`config.mk`:
```
export PLATFORM = sky130hd
export DESIGN_NAME = ext_bus_ctrl
export DESIGN_NICKNAME = d
export VERILOG_FILES = /design/src/rtl/ebc_pkg.sv /design/src/rtl/ebc_cfg_bank.sv /design/src/rtl/ebc_area_dec.sv /design/src/rtl/ebc_seq.sv /design/src/rtl/ext_bus_ctrl.sv
export SDC_FILE = /design/constraint.sdc
export NUM_CORES = 1
export LEC_CHECK = 0
export BUFFER_PORTS_ARGS = -buffer_cell sky130_fd_sc_hd__buf_2
export CORE_MARGIN = 3
export CORE_UTILIZATION = 30
export CTS_BUF_LIST = sky130_fd_sc_hd__clkbuf_4 sky130_fd_sc_hd__clkbuf_8
export DETAILED_ROUTE_END_ITERATION = 10
export PLACE_DENSITY = 0.58
export SYNTH_ARGS = -nofsm -noshare
export SYNTH_HDL_FRONTEND = slang
export SYNTH_SLANG_ARGS = --single-unit
```
`constraint.sdc`:
```
create_clock -name clk -period 4.3 [get_ports clk]
set_input_delay 1.29 -clock clk [delete_from_list [all_inputs] [get_ports clk]]
set_output_delay 1.29 -clock clk [all_outputs]
set_load 0.01 [all_outputs]
```
`src/rtl/ebc_pkg.sv`:
```
package ebc_pkg;

    localparam int DATA_W = 16;
    localparam int BYTE_W = 8;
    localparam int WAIT_W = 3;

    // Per-area timing word (bit 0 is the LSB of the settings write port)
    typedef struct packed {
        logic              rd_early;
        logic              ext_post;
        logic              ext_pre;
        logic              wait_en;
        logic [WAIT_W-1:0] waits;
        logic              three;
        logic              wide;
    } area_cfg_t;

    localparam int CFG_W = $bits(area_cfg_t);

    localparam area_cfg_t CFG_RESET = '{
        rd_early: 1'b0,
        ext_post: 1'b0,
        ext_pre:  1'b0,
        wait_en:  1'b0,
        waits:    {WAIT_W{1'b1}},
        three:    1'b1,
        wide:     1'b1
    };

    typedef enum logic [2:0] {
        ST_IDLE,
        ST_PRE,
        ST_T1,
        ST_T2,
        ST_TW,
        ST_T3,
        ST_POST,
        ST_DONE
    } bus_st_t;

    function automatic logic st_strobe(bus_st_t s);
        return (s == ST_T2) || (s == ST_TW) || (s == ST_T3);
    endfunction

    function automatic logic st_on_bus(bus_st_t s);
        return (s != ST_IDLE) && (s != ST_DONE);
    endfunction

endpackage

```
`src/rtl/ebc_cfg_bank.sv`:
```
module ebc_cfg_bank
    import ebc_pkg::*;
#(
    parameter int AREAS = 8,
    localparam int IDX_W = $clog2(AREAS)
) (
    input  logic             clk,
    input  logic             rst,
    input  logic             wr_en,
    input  logic [IDX_W-1:0] wr_idx,
    input  area_cfg_t        wr_cfg,
    input  logic [IDX_W-1:0] rd_idx,
    output area_cfg_t        rd_cfg
);

    area_cfg_t view [AREAS];

    generate
        for (genvar g = 0; g < AREAS; g++) begin : g_slot
            area_cfg_t slot;
            always_ff @(posedge clk) begin
                if (rst) begin
                    slot <= CFG_RESET;
                end else if (wr_en && (wr_idx == IDX_W'(g))) begin
                    slot <= wr_cfg;
                end
            end
            assign view[g] = slot;
        end
    endgenerate

    assign rd_cfg = view[rd_idx];

endmodule

```
`src/rtl/ebc_area_dec.sv`:
```
module ebc_area_dec #(
    parameter int AREAS = 8,
    localparam int IDX_W = $clog2(AREAS)
) (
    input  logic [IDX_W-1:0] idx,
    output logic [AREAS-1:0] sel
);

    generate
        for (genvar g = 0; g < AREAS; g++) begin : g_sel
            assign sel[g] = (idx == IDX_W'(g));
        end
    endgenerate

endmodule

```
`src/rtl/ebc_seq.sv`:
```
module ebc_seq
    import ebc_pkg::*;
(
    input  logic              clk,
    input  logic              rst,
    input  logic              start,
    input  logic              split,
    input  logic              three,
    input  logic [WAIT_W-1:0] waits,
    input  logic              wait_en,
    input  logic              ext_pre,
    input  logic              ext_post,
    input  logic              ext_wait_n,
    output bus_st_t           st,
    output logic              beat,
    output logic              fin
);

    logic [WAIT_W-1:0] cnt, cnt_n;
    bus_st_t           st_n;
    logic              beat_n;
    logic              beat_end, after;
    logic              hold;

    assign hold = wait_en && !ext_wait_n;
    assign fin  = three ? (st == ST_T3) : (st == ST_T2);

    always_comb begin
        st_n     = st;
        cnt_n    = cnt;
        beat_n   = beat;
        beat_end = 1'b0;
        after    = 1'b0;
        case (st)
            ST_IDLE: begin
                if (start) begin
                    beat_n = 1'b0;
                    st_n   = ext_pre ? ST_PRE : ST_T1;
                end
            end
            ST_PRE:  st_n = ST_T1;
            ST_T1: begin
                st_n  = ST_T2;
                cnt_n = '0;
            end
            ST_T2: begin
                if (!three) begin
                    beat_end = 1'b1;
                end else if (waits != '0) begin
                    st_n  = ST_TW;
                    cnt_n = WAIT_W'(1);
                end else if (hold) begin
                    st_n = ST_TW;
                end else begin
                    st_n = ST_T3;
                end
            end
            ST_TW: begin
                if (cnt < waits) begin
                    cnt_n = cnt + WAIT_W'(1);
                end else if (!hold) begin
                    st_n = ST_T3;
                end
            end
            ST_T3:   beat_end = 1'b1;
            ST_POST: after = 1'b1;
            ST_DONE: st_n = ST_IDLE;
            default: st_n = ST_IDLE;
        endcase

        if (beat_end) begin
            if (ext_post) begin
                st_n = ST_POST;
            end else begin
                after = 1'b1;
            end
        end

        if (after) begin
            if (split && !beat) begin
                beat_n = 1'b1;
                st_n   = ext_pre ? ST_PRE : ST_T1;
            end else begin
                st_n = ST_DONE;
            end
        end
    end

    always_ff @(posedge clk) begin
        if (rst) begin
            st   <= ST_IDLE;
            cnt  <= '0;
            beat <= 1'b0;
        end else begin
            st   <= st_n;
            cnt  <= cnt_n;
            beat <= beat_n;
        end
    end

endmodule

```
`src/rtl/ext_bus_ctrl.sv`:
```
module ext_bus_ctrl
    import ebc_pkg::*;
#(
    parameter int ADDR_W = 24,
    parameter int AREAS  = 8,
    localparam int IDX_W = $clog2(AREAS)
) (
    input  logic              clk,
    input  logic              rst,
    input  logic              req,
    input  logic              req_we,
    input  logic              req_wide,
    input  logic [ADDR_W-1:0] req_addr,
    input  logic [DATA_W-1:0] req_wdata,
    output logic              rdy,
    output logic [DATA_W-1:0] rdata,
    input  logic              cfg_we,
    input  logic [IDX_W-1:0]  cfg_area,
    input  logic [CFG_W-1:0]  cfg_data,
    output logic [ADDR_W-1:0] ext_addr,
    output logic [AREAS-1:0]  ext_cs_n,
    output logic              ext_rd_n,
    output logic              ext_wr_n,
    output logic              ext_doe,
    output logic [DATA_W-1:0] ext_dout,
    input  logic [DATA_W-1:0] ext_din,
    input  logic              ext_wait_n
);

    bus_st_t           st;
    logic              beat, fin;
    logic              accept, split, cut, strobe;
    logic [ADDR_W-1:0] a_addr;
    logic              a_we, a_wide;
    logic [DATA_W-1:0] a_wdata;
    logic [DATA_W-1:0] rdata_r;
    logic [IDX_W-1:0]  idx_req, idx_cur, idx_cfg;
    logic [AREAS-1:0]  sel_cur;
    area_cfg_t         cfg;

    assign accept  = req && (st == ST_IDLE);
    assign idx_req = req_addr[ADDR_W-1 -: IDX_W];
    assign idx_cur = a_addr[ADDR_W-1 -: IDX_W];
    assign idx_cfg = (st == ST_IDLE) ? idx_req : idx_cur;
    assign split   = a_wide && !cfg.wide;

    // Request latch
    always_ff @(posedge clk) begin
        if (rst) begin
            a_addr  <= '0;
            a_we    <= 1'b0;
            a_wide  <= 1'b0;
            a_wdata <= '0;
        end else if (accept) begin
            a_addr  <= req_addr;
            a_we    <= req_we;
            a_wide  <= req_wide;
            a_wdata <= req_wdata;
        end
    end

    ebc_cfg_bank #(.AREAS(AREAS)) i_bank (
        .clk    (clk),
        .rst    (rst),
        .wr_en  (cfg_we && (st == ST_IDLE) && !req),
        .wr_idx (cfg_area),
        .wr_cfg (area_cfg_t'(cfg_data)),
        .rd_idx (idx_cfg),
        .rd_cfg (cfg)
    );

    ebc_area_dec #(.AREAS(AREAS)) i_dec (
        .idx (idx_cur),
        .sel (sel_cur)
    );

    ebc_seq i_seq (
        .clk        (clk),
        .rst        (rst),
        .start      (accept),
        .split      (split),
        .three      (cfg.three),
        .waits      (cfg.waits),
        .wait_en    (cfg.wait_en),
        .ext_pre    (cfg.ext_pre),
        .ext_post   (cfg.ext_post),
        .ext_wait_n (ext_wait_n),
        .st         (st),
        .beat       (beat),
        .fin        (fin)
    );

    // Half-cycle early read release, timed from the falling edge
    always_ff @(negedge clk) begin
        if (rst) begin
            cut <= 1'b0;
        end else begin
            cut <= fin && !a_we && cfg.rd_early;
        end
    end

    // Read capture at the edge closing the final access clock
    always_ff @(posedge clk) begin
        if (rst) begin
            rdata_r <= '0;
        end else if (fin && !a_we) begin
            if (cfg.wide) begin
                rdata_r <= a_wide ? ext_din : {{BYTE_W{1'b0}}, ext_din[BYTE_W-1:0]};
            end else if (beat) begin
                rdata_r[DATA_W-1:BYTE_W] <= ext_din[BYTE_W-1:0];
            end else begin
                rdata_r <= {{BYTE_W{1'b0}}, ext_din[BYTE_W-1:0]};
            end
        end
    end

    // Write lane steering
    always_comb begin
        if (!cfg.wide) begin
            ext_dout = {{BYTE_W{1'b0}},
                        beat ? a_wdata[DATA_W-1:BYTE_W] : a_wdata[BYTE_W-1:0]};
        end else if (a_wide) begin
            ext_dout = a_wdata;
        end else begin
            ext_dout = {{BYTE_W{1'b0}}, a_wdata[BYTE_W-1:0]};
        end
    end

    assign strobe   = st_strobe(st);
    assign ext_addr = a_addr + ADDR_W'(beat);
    assign ext_cs_n = st_on_bus(st) ? ~sel_cur : {AREAS{1'b1}};
    assign ext_rd_n = !(strobe && !a_we && !cut);
    assign ext_wr_n = !(strobe && a_we);
    assign ext_doe  = strobe && a_we;
    assign rdy      = (st == ST_DONE);
    assign rdata    = rdata_r;

endmodule

```
==> metrics.md <==
| Metric | Value |
|---|---|
| DRT Pass-1 Iters | `5` |
| Crit start category | `flop` |
| Post-Layout Cell Count | `1331` |
| Crit-path max cell delay | `0.30 ns` |
| Warnings from Yosys | `0` |
| Inst Count DP | `1253` |
| Unrepaired setup endpoints after global routing | `yes` |
| Fin worst setup slack | `-0.265 ns` |
| Die H | `159 um` |
| Final Hold Fails | `0` |
| Cells after Synth | `824` |
| Avg Vias per Cell | `4.96` |
| Max-slew violation count | `0` |
| Clock share of power | `30.4%` |
| Setup crit end kind | `output port` |
| Cells along the critical path | `nor2_1, o21ai_1, buf_2` |
| Vias | `6602` |
| Hpwl dp | `14600 um` |
| TritonCTS buffer count | `17` |
| GRT Util Overall | `16.7%` |
| Later-pin clock latency in the skew report | `0.45 ns` |
| Status | `finished with violations` |
| Maximum vdd drop | `0.189 mV` |
| Die area | `25200 um2` |
| Number of synthesized flops with an enable pin | `0` |
| Sw frac | `33.7%` |
| # IOs | `143` |
| #FFs+latches synth | `138` |
| Syn Area/Cell | `8.50 um2` |
| Worst Path Max Fanout | `1` |
| Clock buffer depth | `2` |
| Synthesized area | `7000 um2` |
| DR iter-0 viols | `516` |
| FFs w/ async S/R, synth | `0%` |
| Final GP Congestion | `0.880` |
| DRC | `0` |
| Root Buffer Master | `clkbuf_8` |
| Cell with the largest stage delay on the worst path | `dfxtp_1` |
| Register share of total power | `39.1%` |
| Final setup vio count | `18` |
| Max-capacitance violation count | `0` |
| Total power | `3.61 mW` |
| Clock Pin Slew Worst Setup and Hold Paths | `0.08 ns` |
| Final nets | `1085` |
| Largest net degree at the start of global routing | `89` |
| Pre-CTS setup slack | `-0.688 ns` |
| CTS tree | `built` |
| Synth cell types | `68` |
| Hold buffer count at CTS | `0` |
| Die width | `159 um` |
| Total gr overflow | `0` |
| Crit Path Class | `reg2out` |
| Port-buffer cells | `142` |
| Core ar. | `22800 um2` |
| Worst min path class | `reg2reg` |
| Vias in the first global route | `6229` |
| Antenna-violating nets left | `0` |
| Area Growth Syn to Fin | `30.6%` |
| Wire per inst | `16.4 um` |
| LEAKAGE | `3.99 nW` |
| Finished Core Util | `40.2%` |
| Initial antenna violation count | `2` |
| Switching pwr | `1.21 mW` |
| Share of post-route cells with drive strength above 1 | `31.5%` |
| Clk_skew | `0.0175 ns` |
| Slew HR | `36.9%` |
| Htree depth | `4` |
| Fill cells | `2271` |
| Power Density | `395 nW/um2` |
| Worst EP arrival | `3.28 ns` |
| Failing checks | `setup timing` |
| Mapped Nets | `904` |
| Internal power | `2.39 mW` |
| Initial Util | `30.7%` |
| Final WL | `21800 um` |
| Commonest non-fill, non-tap cells in the layout | `nand2_1, dfxtp_1, buf_2` |
| Combinational power share | `30.4%` |
| Antenna cells | `0` |
| Row cnt | `55` |
| Commonest non-fill, non-tap cell in the layout | `nand2_1` |
| Top_reg_cell synth | `dfxtp_1` |
| Critical Path RT | `3.01 ns` |
| Slew @ Worst Pin | `0.946 ns` |
| Clk sink count | `138` |
| Seq/Total Area, Yosys | `39.4%` |
| First-pass GRT wire length | `34100 um` |
| Setup TNS Final | `-1.87 ns` |
-- timing repair --
| action | CTS | global route |
|---|---|---|
| resized for setup | 24 | 27 |
| cloned | 0 | 1 |
| buffers inserted | 43 | 6 |
| pin swaps | 13 | 14 |
| setup endpoints to repair | 18 | 29 |
-- layer usage --
layer / share of wire [%] / track usage, % / routed length, um / vias up
met2: 45 / 25.8 / 9760 / 255
met1: 47 / 23.2 / 10200 / 3090
met4: 1.8 / 4.58 / 403 / 4
met3: 6.6 / 4.36 / 1450 / 37
met5: 0.11 / 0 / 25 / -
li1: - / - / - / 3216
-- logic make-up (layout without fill, tap and decap cells) --
| group | count (synthesis) | count (layout) | share of synthesized area [%] |
|---|---|---|---|
| and+or+nand+nor | 355 | 356 | 23.6 |
| DFF | 138 | 138 | 39.4 |
| AOI/OAI and AO/OA | 118 | 118 | 11.9 |
| muxes | 106 | 106 | 16.4 |
| buffers and inverters | 79 | 272 | 4.95 |
| xor gates and xnor gates | 23 | 23 | 2.88 |
| adders and majority gates | 5 | 5 | 0.893 |
-- Yosys cell counts, drive strengths merged, types with 2 or more instances --
| library cell | instances | area share [%] |
|---|---|---|
| nand2 | 198 | 11 |
| dfxtp | 138 | 39 |
| mux2i | 91 | 13 |
| a21oi | 53 | 3.8 |
| clkbuf | 49 | 2.6 |
| nor2 | 46 | 2.5 |
| nand3 | 37 | 2.7 |
| buf | 15 | 1.5 |
| inv | 15 | 0.80 |
| and2 | 13 | 1.2 |
| and3 | 13 | 1.2 |
| xnor2 | 13 | 1.6 |
| a211oi | 12 | 1.3 |
| o21ai | 12 | 0.96 |
| a2111oi | 10 | 1.4 |
| mux2 | 10 | 1.7 |
| xor2 | 10 | 1.3 |
| and4 | 9 | 1.2 |
| o211a | 9 | 1.3 |
| nand4 | 8 | 0.71 |
| ha | 5 | 0.89 |
| mux4 | 5 | 1.6 |
| nor2b | 5 | 0.45 |
| nand2b | 4 | 0.36 |
| nand3b | 4 | 0.43 |
| nor3 | 4 | 0.45 |
| nor3b | 4 | 0.43 |
| a211o | 2 | 0.25 |
| a22o | 2 | 0.25 |
| a31oi | 2 | 0.18 |
| o211ai | 2 | 0.21 |
| o31ai | 2 | 0.41 |
| or4b | 2 | 0.29 |
-- registers in the layout, summed over array words and instances (netlist names), 3 cells and up --
register and cells:
i_bank.g_slot.slot 72, a_addr 24, a_wdata 16, rdata 16, i_seq.cnt 3, i_seq.st 3
-- through the flow --
step | instance area (um2) | hold slack (ns)
4_1_cts | 9000 | 0.456
6_report | 9150 | 0.457
3_5_place_dp | 8140 | 0.444
3_3_place_gp | 8140 | 0.440
5_1_grt | 9150 | 0.476
2_1_floorplan | 7050 | 0.433
-- critical path: cells and delay by family (launching register included) --
| family | cells | cell delay (ns) |
|---|---|---|
| flops | 1 | 0.30 |
| buf+inv | 1 | 0.20 |
| compound gates | 1 | 0.13 |
| simple gates | 1 | 0.04 |
-- power groups by stage --
stage                     combinational [mW]  clock, mW  sequential, mW
after CTS                               1.01       1.13            1.41
final                                   1.10       1.10            1.41
after global placement                 0.860    0.00291            1.44
after global routing                    1.18       1.19            1.42
after floorplan                        0.603    0.00291            1.42
after detailed placement               0.866    0.00291            1.44
-- final timing paths --
check / start / depth (start not counted) / end / slack, ns
worst max-delay path: cut / 3 / ext_rd_n / -0.27
worst min-delay path: rdata[7] / 2 / rdata[7] / 0.46
worst max register to register: i_seq.st[0] / 7 / cut / 0.12
worst min register to register: rdata[7] / 2 / rdata[7] / 0.46
-- layout make-up --
type	instances	area, um2	area share [%]
sequential	138	2760	30.2
inverter	14	52.6	0.574
multi-input combinational	608	4110	44.9
tap	313	392	4.28
clock buffer	20	269	2.94
timing repair buffer	225	1420	15.5
clock inverter	13	145	1.59
Note: power is estimated with default switching activity, not from simulation.
